File: src/rtl/rtc_pkg.sv
package rtc_pkg;

  localparam int FIELD_W = 8;

  typedef enum logic [2:0] {
    FLD_SEC   = 3'd0,
    FLD_MIN   = 3'd1,
    FLD_HOUR  = 3'd2,
    FLD_DATE  = 3'd3,
    FLD_MONTH = 3'd4,
    FLD_YEAR  = 3'd5,
    FLD_DOW   = 3'd6
  } field_e;

  localparam logic [FIELD_W-1:0] MASK_MS    = 8'h7F;
  localparam logic [FIELD_W-1:0] MASK_HOUR  = 8'hBF;
  localparam logic [FIELD_W-1:0] MASK_DATE  = 8'h3F;
  localparam logic [FIELD_W-1:0] MASK_MONTH = 8'h1F;
  localparam logic [FIELD_W-1:0] MASK_YEAR  = 8'hFF;

  // Add one to a packed two-digit BCD value (no upper wrap).
  function automatic logic [7:0] bcd_inc(input logic [7:0] v);
    logic [7:0] r;
    if (v[3:0] >= 4'd9) r = {v[7:4] + 4'd1, 4'd0};
    else                r = {v[7:4], v[3:0] + 4'd1};
    return r;
  endfunction

  // Two-digit BCD year divisible by four: tens parity decides which units qualify.
  function automatic logic leap_yr(input logic [7:0] y);
    logic r;
    if (!y[4]) r = (y[3:0] == 4'd0) || (y[3:0] == 4'd4) || (y[3:0] == 4'd8);
    else       r = (y[3:0] == 4'd2) || (y[3:0] == 4'd6);
    return r;
  endfunction

  function automatic logic [7:0] month_last(input logic [7:0] mo, input logic leap);
    logic [7:0] r;
    case (mo)
      8'h02:                      r = leap ? 8'h29 : 8'h28;
      8'h04, 8'h06, 8'h09, 8'h11: r = 8'h30;
      default:                    r = 8'h31;
    endcase
    return r;
  endfunction

endpackage

File: src/rtl/rtc_bcd_field.sv
module rtc_bcd_field #(
  parameter int               W    = 8,
  parameter logic [W-1:0]     LO   = '0,
  parameter logic [W-1:0]     HI   = 8'h59,
  parameter logic [W-1:0]     MASK = 8'h7F
) (
  input  logic         clk,
  input  logic         rst,
  input  logic         inc,
  input  logic         ld,
  input  logic [W-1:0] ld_val,
  output logic [W-1:0] q,
  output logic         wrap
);
  import rtc_pkg::*;

  assign wrap = inc && (q >= HI);

  always_ff @(posedge clk) begin
    if (rst)       q <= LO;
    else if (ld)   q <= ld_val & MASK;
    else if (inc)  q <= (q >= HI) ? LO : bcd_inc(q);
  end


  field_wrap_chk: assert property (@(posedge clk) disable iff (rst)
    (inc && !ld && q == HI) |=> (q == LO));


  field_hold_chk: assert property (@(posedge clk) disable iff (rst)
    (!inc && !ld) |=> $stable(q));

endmodule

File: src/rtl/rtc_hour_ctr.sv
module rtc_hour_ctr #(
  parameter int W = 8
) (
  input  logic         clk,
  input  logic         rst,
  input  logic         inc,
  input  logic         ld,
  input  logic [W-1:0] ld_val,
  output logic [W-1:0] q,
  output logic         day_wrap
);
  import rtc_pkg::*;

  logic       mode24;
  logic       pm;
  logic [7:0] nxt;
  logic [7:0] inc12;

  assign mode24 = q[7];
  assign pm     = q[5];
  assign inc12  = bcd_inc({3'b000, q[4:0]});

  assign day_wrap = inc && (mode24 ? (q[5:0] == 6'h23)
                                   : (pm && q[4:0] == 5'h11));

  always_comb begin
    if (mode24) begin
      nxt = (q[5:0] >= 6'h23) ? 8'h80 : (8'h80 | bcd_inc({2'b00, q[5:0]}));
    end else if (q[4:0] == 5'h11) begin
      nxt = {2'b00, ~pm, 5'h12};
    end else if (q[4:0] >= 5'h12) begin
      nxt = {2'b00, pm, 5'h01};
    end else begin
      nxt = {2'b00, pm, inc12[4:0]};
    end
  end

  always_ff @(posedge clk) begin
    if (rst)      q <= '0;
    else if (ld)  q <= ld_val & MASK_HOUR;
    else if (inc) q <= nxt;
  end


  pm_toggle_chk: assert property (@(posedge clk) disable iff (rst)
    (inc && !ld && !q[7] && q[4:0] == 5'h11) |=> (q[5] != $past(q[5]) && q[4:0] == 5'h12));


  h24_wrap_chk: assert property (@(posedge clk) disable iff (rst)
    (inc && !ld && q == 8'hA3) |=> (q == 8'h80));

endmodule

File: src/rtl/rtc_calendar.sv
module rtc_calendar #(
  parameter int W = 8
) (
  input  logic         clk,
  input  logic         rst,
  input  logic         inc,
  input  logic         ld_date,
  input  logic         ld_month,
  input  logic [W-1:0] ld_val,
  input  logic [W-1:0] year_i,
  output logic [W-1:0] date_q,
  output logic [W-1:0] month_q,
  output logic         year_wrap
);
  import rtc_pkg::*;

  logic [7:0] last_day;
  logic       date_end;

  assign last_day  = month_last(month_q, leap_yr(year_i));
  assign date_end  = inc && (date_q >= last_day);
  assign year_wrap = date_end && (month_q >= 8'h12);

  always_ff @(posedge clk) begin
    if (rst)          date_q <= 8'h01;
    else if (ld_date) date_q <= ld_val & MASK_DATE;
    else if (inc)     date_q <= date_end ? 8'h01 : bcd_inc(date_q);
  end

  always_ff @(posedge clk) begin
    if (rst)           month_q <= 8'h01;
    else if (ld_month) month_q <= ld_val & MASK_MONTH;
    else if (date_end) month_q <= (month_q >= 8'h12) ? 8'h01 : bcd_inc(month_q);
  end


  leap_feb_chk: assert property (@(posedge clk) disable iff (rst)
    (inc && !ld_date && !ld_month && month_q == 8'h02 && date_q == 8'h28 && year_i == 8'h00)
      |=> (date_q == 8'h29 && month_q == 8'h02));


  short_month_chk: assert property (@(posedge clk) disable iff (rst)
    (inc && !ld_date && !ld_month && month_q == 8'h04 && date_q == 8'h30)
      |=> (date_q == 8'h01 && month_q == 8'h05));

endmodule

File: src/rtl/bcd_rtc_core.sv
module bcd_rtc_core #(
  parameter int ADDR_W = 8,
  parameter int DATA_W = 8,
  parameter int DOW_W  = 3
) (
  input  logic              clk,
  input  logic              rst,
  input  logic              tick,
  input  logic              wr_en,
  input  logic [ADDR_W-1:0] wr_addr,
  input  logic [DATA_W-1:0] wr_data,
  output logic [DATA_W-1:0] sec_o,
  output logic [DATA_W-1:0] min_o,
  output logic [DATA_W-1:0] hour_o,
  output logic [DATA_W-1:0] date_o,
  output logic [DATA_W-1:0] month_o,
  output logic [DATA_W-1:0] year_o,
  output logic [DATA_W-1:0] dow_o
);
  import rtc_pkg::*;

  localparam int NFIELD = 7;
  localparam int NMS    = 2;
  localparam logic [DOW_W-1:0] DOW_LAST = DOW_W'(6);

  logic [NFIELD-1:0] ld;
  logic              step;
  logic [NMS-1:0]    ms_inc;
  logic [NMS-1:0]    ms_wrap;
  logic [DATA_W-1:0] ms_q [NMS];
  logic              day_wrap;
  logic              yr_inc;
  logic              yr_wrap;
  logic [DOW_W-1:0]  dow_q;

  // A write cycle swallows the tick entirely.
  assign step = tick && !wr_en;

  generate
    for (genvar f = 0; f < NFIELD; f++) begin : g_dec
      assign ld[f] = wr_en && (wr_addr == ADDR_W'(f));
    end

    for (genvar i = 0; i < NMS; i++) begin : g_ms
      if (i == 0) begin : g_first
        assign ms_inc[i] = step;
      end else begin : g_chain
        assign ms_inc[i] = ms_wrap[i-1];
      end
      rtc_bcd_field #(.W(DATA_W), .LO(8'h00), .HI(8'h59), .MASK(MASK_MS)) u_ms (
        .clk(clk), .rst(rst), .inc(ms_inc[i]), .ld(ld[i]),
        .ld_val(wr_data), .q(ms_q[i]), .wrap(ms_wrap[i]));
    end
  endgenerate

  rtc_hour_ctr #(.W(DATA_W)) u_hour (
    .clk(clk), .rst(rst), .inc(ms_wrap[NMS-1]), .ld(ld[FLD_HOUR]),
    .ld_val(wr_data), .q(hour_o), .day_wrap(day_wrap));

  rtc_calendar #(.W(DATA_W)) u_cal (
    .clk(clk), .rst(rst), .inc(day_wrap), .ld_date(ld[FLD_DATE]),
    .ld_month(ld[FLD_MONTH]), .ld_val(wr_data), .year_i(year_o),
    .date_q(date_o), .month_q(month_o), .year_wrap(yr_inc));

  rtc_bcd_field #(.W(DATA_W), .LO(8'h00), .HI(8'h99), .MASK(MASK_YEAR)) u_year (
    .clk(clk), .rst(rst), .inc(yr_inc), .ld(ld[FLD_YEAR]),
    .ld_val(wr_data), .q(year_o), .wrap(yr_wrap));

  always_ff @(posedge clk) begin
    if (rst)               dow_q <= '0;
    else if (ld[FLD_DOW])  dow_q <= wr_data[DOW_W-1:0];
    else if (day_wrap)     dow_q <= (dow_q >= DOW_LAST) ? '0 : dow_q + 1'b1;
  end

  assign sec_o = ms_q[0];
  assign min_o = ms_q[1];
  assign dow_o = {{(DATA_W-DOW_W){1'b0}}, dow_q};


  wr_over_tick_chk: assert property (@(posedge clk) disable iff (rst)
    (wr_en && tick && wr_addr == ADDR_W'(FLD_MIN))
      |=> (min_o == ($past(wr_data) & MASK_MS) && $stable(sec_o) && $stable(hour_o)));


  unmapped_wr_chk: assert property (@(posedge clk) disable iff (rst)
    (wr_en && wr_addr >= ADDR_W'(NFIELD))
      |=> ($stable(sec_o) && $stable(min_o) && $stable(date_o) && $stable(dow_o)));


  dow_wrap_chk: assert property (@(posedge clk) disable iff (rst)
    (day_wrap && !ld[FLD_DOW] && dow_o == 8'd6) |=> (dow_o == 8'd0));


  unused_zero_chk: assert property (@(posedge clk) disable iff (rst)
    1'b1 |=> (!sec_o[7] && !min_o[7] && !hour_o[6] && date_o[7:6] == 2'b00
              && month_o[7:5] == 3'b000));


  year_wrap_chk: assert property (@(posedge clk) disable iff (rst)
    (yr_wrap && !ld[FLD_YEAR]) |=> (year_o == 8'h00));

endmodule

File: config.mk
export PLATFORM = sky130hd
export DESIGN_NAME = bcd_rtc_core
export DESIGN_NICKNAME = d
export VERILOG_FILES = /design/src/rtl/rtc_pkg.sv /design/src/rtl/rtc_bcd_field.sv /design/src/rtl/rtc_hour_ctr.sv /design/src/rtl/rtc_calendar.sv /design/src/rtl/bcd_rtc_core.sv
export SDC_FILE = /design/constraint.sdc
export NUM_CORES = 1
export LEC_CHECK = 0
export ABC_AREA = 1
export BUFFER_PORTS_ARGS = -buffer_cell sky130_fd_sc_hd__buf_2
export CORE_MARGIN = 2
export CORE_UTILIZATION = 41
export CTS_BUF_LIST = sky130_fd_sc_hd__clkbuf_2
export DETAILED_ROUTE_END_ITERATION = 6
export PLACE_DENSITY_LB_ADDON = 0.12
export SETUP_SLACK_MARGIN = 0.05
export SLEW_MARGIN = 0
export SYNTH_ARGS = -nofsm -noshare
export SYNTH_HDL_FRONTEND = slang
export SYNTH_HIERARCHICAL = 1
export SYNTH_SLANG_ARGS = --single-unit
File: constraint.sdc
create_clock -name clk -period 3.3 [get_ports clk]
set_input_delay 0.66 -clock clk [delete_from_list [all_inputs] [get_ports clk]]
set_output_delay 0.66 -clock clk [all_outputs]
set_load 0.02 [all_outputs]
# After elaboration in Yosys (flattened, before gate mapping)
# Index checks and enable logic that the tools add are counted.
# totals
in_bits	20
wordCells	156
out_inout_bits	56
reg_bits	51
# classes
n_eq_ne	18
add_sub_neg	14
n_lt_le_gt_ge	14
muxes	35
bitwise_logic	1
reduce_logical	55
# op_table
cell	n
$mux W8	16
$add A4 B1 Y4 const B	11
$mux W7	6
$eq A8 B3 Y1 const B	5
$eq A8 B2 Y1 const B	3
$ge A4 B4 Y1 const B	6
$reduce_bool A2 Y1	11
$mux W5	4
$reduce_and A2 Y1	9
$reduce_bool A3 Y1	6
$ge A8 B7 Y1 const B	2
$pmux W8 S2	1
$logic_and A1 B1 Y1	14
$mux W6	2
$reduce_or A2 Y1	5
$mux W3	3
$eq A4 B3 Y1 const B	2
$eq A8 B1 Y1 const B	1
$eq A8 B4 Y1 const B	1
$eq A8 B5 Y1 const B	1
$ge A8 B5 Y1 const B	1
$ge A8 B8 Y1	1
$ge A8 B8 Y1 const B	1
$logic_not A8 Y1	1
19 further kinds	24

# Depth between registers and ports, before layout
# logic_depth
depth_word	11
ltp_mapped	23
depth_no_buf	22

# Modules after synthesis
# The synthesis kept the hierarchy.
# by_module_without_submodules
mod	seq_area_each_um2	n_inst	area_per_inst_um2	cells_each
rtc_calendar	320.3	1	1362.6	198
rtc_bcd_field (g_ms[0].u_ms ...)	160.2	2	588.1	83
rtc_hour_ctr	160.2	1	704.4	106
rtc_bcd_field (u_year)	160.2	1	670.6	101
bcd_rtc_core	60.1	1	432.9	70

# Least setup slack after synthesis
# Ideal clock, no wire load.
# synth_timing
path_type	register -> register
start	reg g_ms[0].u_ms.q[0]
end	reg u_year.q[1]
synth_period_minus_slack_ps	3120
arrival_time_ps	3006
required_ps	3186
path_stages_with_launch	20
setup_slack_ps	180
path_cell_list	dfxtp_1 inv_1 ha_1 nand3_2 nand2_2 nand2_2 nand2_1 nor2_1 inv_1 nor2_1 inv_1 a21oi_1 nand2_4 buf_6 nor2_1 nor2_2 inv_1 o21ai_0 a21oi_1 nor2_1
# synth_between
elab_chain_len	7
# synth_lines
item	line	source
from (decl)	rtc_bcd_field.sv:12	output logic [W-1:0] q,
from (signal assigned)	rtc_bcd_field.sv:21	else if (ld) q <= ld_val & MASK;
from (signal assigned)	rtc_bcd_field.sv:22	else if (inc) q <= (q >= HI) ? LO : bcd_inc(q);
$ge A8 B7 Y1	rtc_bcd_field.sv:17	assign wrap = inc && (q >= HI);
$logic_and A1 B1 Y1	rtc_bcd_field.sv:17	
net ms_inc[1]	bcd_rtc_core.sv:28	logic [NMS-1:0] ms_inc;
$logic_and A1 B1 Y1	rtc_bcd_field.sv:17	
net ms_wrap[1]	bcd_rtc_core.sv:29	logic [NMS-1:0] ms_wrap;
$logic_and A1 B1 Y1	rtc_hour_ctr.sv:23	assign day_wrap = inc && (mode24 ? (q[5:0] == 6'h23)
net day_wrap	bcd_rtc_core.sv:31	logic day_wrap;
$logic_and A1 B1 Y1	rtc_calendar.sv:21	assign date_end = inc && (date_q >= last_day);
$logic_and A1 B1 Y1	rtc_calendar.sv:22	assign year_wrap = date_end && (month_q >= 8'h12);
net yr_inc	bcd_rtc_core.sv:32	logic yr_inc;
$reduce_bool A2 Y1 (no source line)	--	
to (signal assigned)	rtc_bcd_field.sv:21	
to (signal assigned)	rtc_bcd_field.sv:22	
to (decl)	rtc_bcd_field.sv:12	
# The timed path passes the listed nets, and every way through them passes these cells.
# A chain may end at the register's enable or synchronous reset.

# Worst setup path in the final report
# layout_timing
start	reg u_cal.month_q[0]
end	reg u_year.q[1]
# layout_between
elab_chain_len	7
elab_cells_between_ends	12
classes_between	2 x order compare; 5 x eq/ne; 1 x mux; 4 x reduce/logical
# layout_lines
item	line	source
from (decl)	rtc_calendar.sv:12	output logic [W-1:0] month_q,
from (signal assigned)	rtc_calendar.sv:32	else if (ld_month) month_q <= ld_val & MASK_MONTH;
from (signal assigned)	rtc_calendar.sv:33	else if (date_end) month_q <= (month_q >= 8'h12) ? 8'h01 : bcd_inc(month_q);
$eq A8 B3 Y1 (tied with other cells)	rtc_pkg.sv:39	case (mo)
$reduce_or A4 Y1	rtc_pkg.sv:39	
$pmux W8 S2	rtc_pkg.sv:39	
$ge A8 B8 Y1	rtc_calendar.sv:21	
$logic_and A1 B1 Y1	rtc_calendar.sv:21	
$logic_and A1 B1 Y1 *	rtc_calendar.sv:22	
net yr_inc	bcd_rtc_core.sv:32	
$reduce_bool A2 Y1 (no source line) *	--	
# The timed path passes the listed nets; every way through them passes the cells marked *.

==> results.py <==
metrics = {
    "pwr": {
        "finalPower_uw": 1040,
        "leakagePower_uw": 0.00257,
        "powerDensity_nw_per_um2": 212,
        "ir_drop_mv": 0.164,
    },
    "clock_tree": {
        "cts_sinks": 51,
        "path_clk_slew_ns": 0.28,
        "htree_levels": 2,
        "cts_tree": "yes",
        "cts_buffer_depth": 2,
        "cts_root_buffer": "clkbuf_2",
        "numCtsBuffers": 5,
        "clk_latency_ns": 0.44,
        "cts_hold_buf": 0,
    },
    "floorplanning": {
        "start_util_pct": 42.2,
        "dieHeight_microns": 107,
        "core-area_sq_um": 10300,
        "num_rows": 37,
        "io_pins": 76,
        "dieArea_sq_um": 11400,
        "die_w_microns": 107,
    },
    "layout": {
        "stdcell_area_sq_um": 4890,
        "area_growth_syn_to_layout_pct": 12.7,
        "drive_gt1_share_pct": 23.3,
        "layout.nets": 774,
        "mostFrequentLayoutCells": "nand2_1 (132), inv_1 (90), buf_2 (70)",
        "fillCellCount": 1101,
        "diodes": 0,
        "multi_input_area_sq_um": 2790,
        "seqCellArea_sq_um": 1030,
        "final_common_cell": "nand2_1",
    },
    "drt": {
        "antenna_left": 0,
        "drt-total-wl_microns": 10900,
        "vias": 4245,
        "drc_errors": 0,
        "drtPass1Iterations": 5,
        "wl_per_cell_microns": 12.8,
        "drt-initial-drc-count": 228,
        "viasPerCell": 4.98,
    },
    "setup_path": {
        "cp.required_ns": 3.67,
        "cp_slowest_cell": "dfxtp_4",
        "worst-path-buf-inv": 6,
        "crit_path_end": "u_year/q[1]",
        "crit_path_start_kind": "flop",
        "arrival_ns": 3.26,
        "r2r_slack_ns": 0.41,
        "cp_top_family": "simple AND/OR/NAND/NOR gates",
        "critPathMaxFanout": 13,
        "worstPathCellList": "inv_1 > ha_1 > inv_1 > nor3_2 > inv_1 > nand2_1 > o21ai_0 > ha_1 > nand2_1 > inv_1 > nand3_1 > nand2_1 > inv_2 > nand2_2 > nand2_4 > nor2_1 > nor2_2 > inv_1 > o21ai_0 > a21oi_1 > nor2_1",
        "cp.depth": 21,
        "slowest_delay_ns": 0.42,
        "cp-startpoint": "u_cal/month_q[0]",
        "critical_path_class": "reg -> reg",
        "r2r_end": "u_year/q[1]",
        "cpMostUsedCell": "inv_1",
        "r2r-start": "u_cal/month_q[0]",
        "end_kind": "flop",
        "r2r_cells": 21,
    },
    "placed_design": {
        "globalplace.congestion": 0.853,
        "dpl_cell_area_sq_um": 4800,
        "numPortBuffers": 70,
        "hpwl_microns": 8640,
    },
    "worst_hold_path": {
        "hold_path.startpoint": "u_hour/q[6]",
        "hp-class": "reg -> reg",
    },
    "synth": {
        "yosysWarnings": 6,
        "syn_inst": 640,
        "syn_area_per_cell_sq_um": 6.78,
        "syn-cell-area_sq_um": 4340,
    },
    "global_route": {
        "grt.overflow.total": 0,
        "antenna_found_initial": 0,
        "grt_max_degree": 21,
        "grt_pass1_wl_microns": 18200,
        "grt_pass1_vias": 3979,
        "grtUsageTotal_pct": 19.4,
    },
    "timing": {
        "drv_slew": 0,
        "grt_setup_unrepaired": "false",
        "post-route-period-util_pct": 87.6,
        "holdWs_ns": 0.468,
        "hold_viol": 0,
        "fmax_mhz": 346,
        "fin_setup_tns_ns": 0,
        "min_period_ns": 2.89,
        "worst_clock_skew_ns": 0.0258,
        "finalSetupViolCount": 0,
    },
    "run": {
        "maxCapViolCount": 0,
    },
    "status": {
        "status": "complete, no violations",
    },
}
## metrics by stage
stage	utilization, %	std cells	setup slack (ns)
3_3_place_gp	46.7	844	0.316
4_1_cts	47.3	852	0.212
6_report	47.6	853	0.408
2_1_floorplan	-	644	0.208
5_1_grt	47.6	853	0.0804
3_5_place_dp	46.7	844	0.173
## flip-flops by register name (all words and copies together) (netlist names)
register,flops
g_ms.u_ms/q,16
u_cal/date_q,8
u_hour/q,8
u_year/q,8
dow_q,3
u_cal/month_q,8
## power breakdown
group | switching (uW) | leakage, uW | internal (uW)
Combinational | 56.9 | 0.00212 | 23.3
Sequential | 2.90 | 0.000412 | 619
Clock | 209 | 0.0000404 | 124
## area by class of cell
| type | instances | area share [%] |
|---|---|---|
| clock inverters | 3 | 0.793 |
| clock buffers | 5 | 0.512 |
| repair buffers | 82 | 9.00 |
| flip-flops and latches | 51 | 21.1 |
| multi-input cells | 471 | 57.1 |
| well taps | 136 | 3.48 |
| inverters | 105 | 8.06 |
## worst min-delay path, cell delays in order, from the launching register on
cell and delay (ns):
dfxtp_1 0.37, nand2_1 0.06, nor2_1 0.04
## metal layers
metal | vias to the layer above | wire, microns | global-route usage [%]
met1 | 1951 | 5090 | 24.7
met5 | - | 0 | 0
met2 | 84 | 5290 | 34.8
li1 | 2204 | - | -
met4 | 0 | 72 | 4.55
met3 | 6 | 449 | 2.49
## timing repair
action	in CTS	in global routing
gates resized for setup	0	8
setup endpoints to repair	0	8
setup buffers	0	1
endpoints found under the hold margin	0	0
## worst min-delay path by stage
stage	depth (start not counted)	end
global placement	2	u_hour/q[6]
floorplan	2	u_hour/q[6]
detailed placement	2	u_hour/q[6]
finish	2	u_hour/q[6]
CTS	2	u_hour/q[6]
global route	3	g_ms[0].u_ms/q[0]
(Power assumes the default switching activity.)
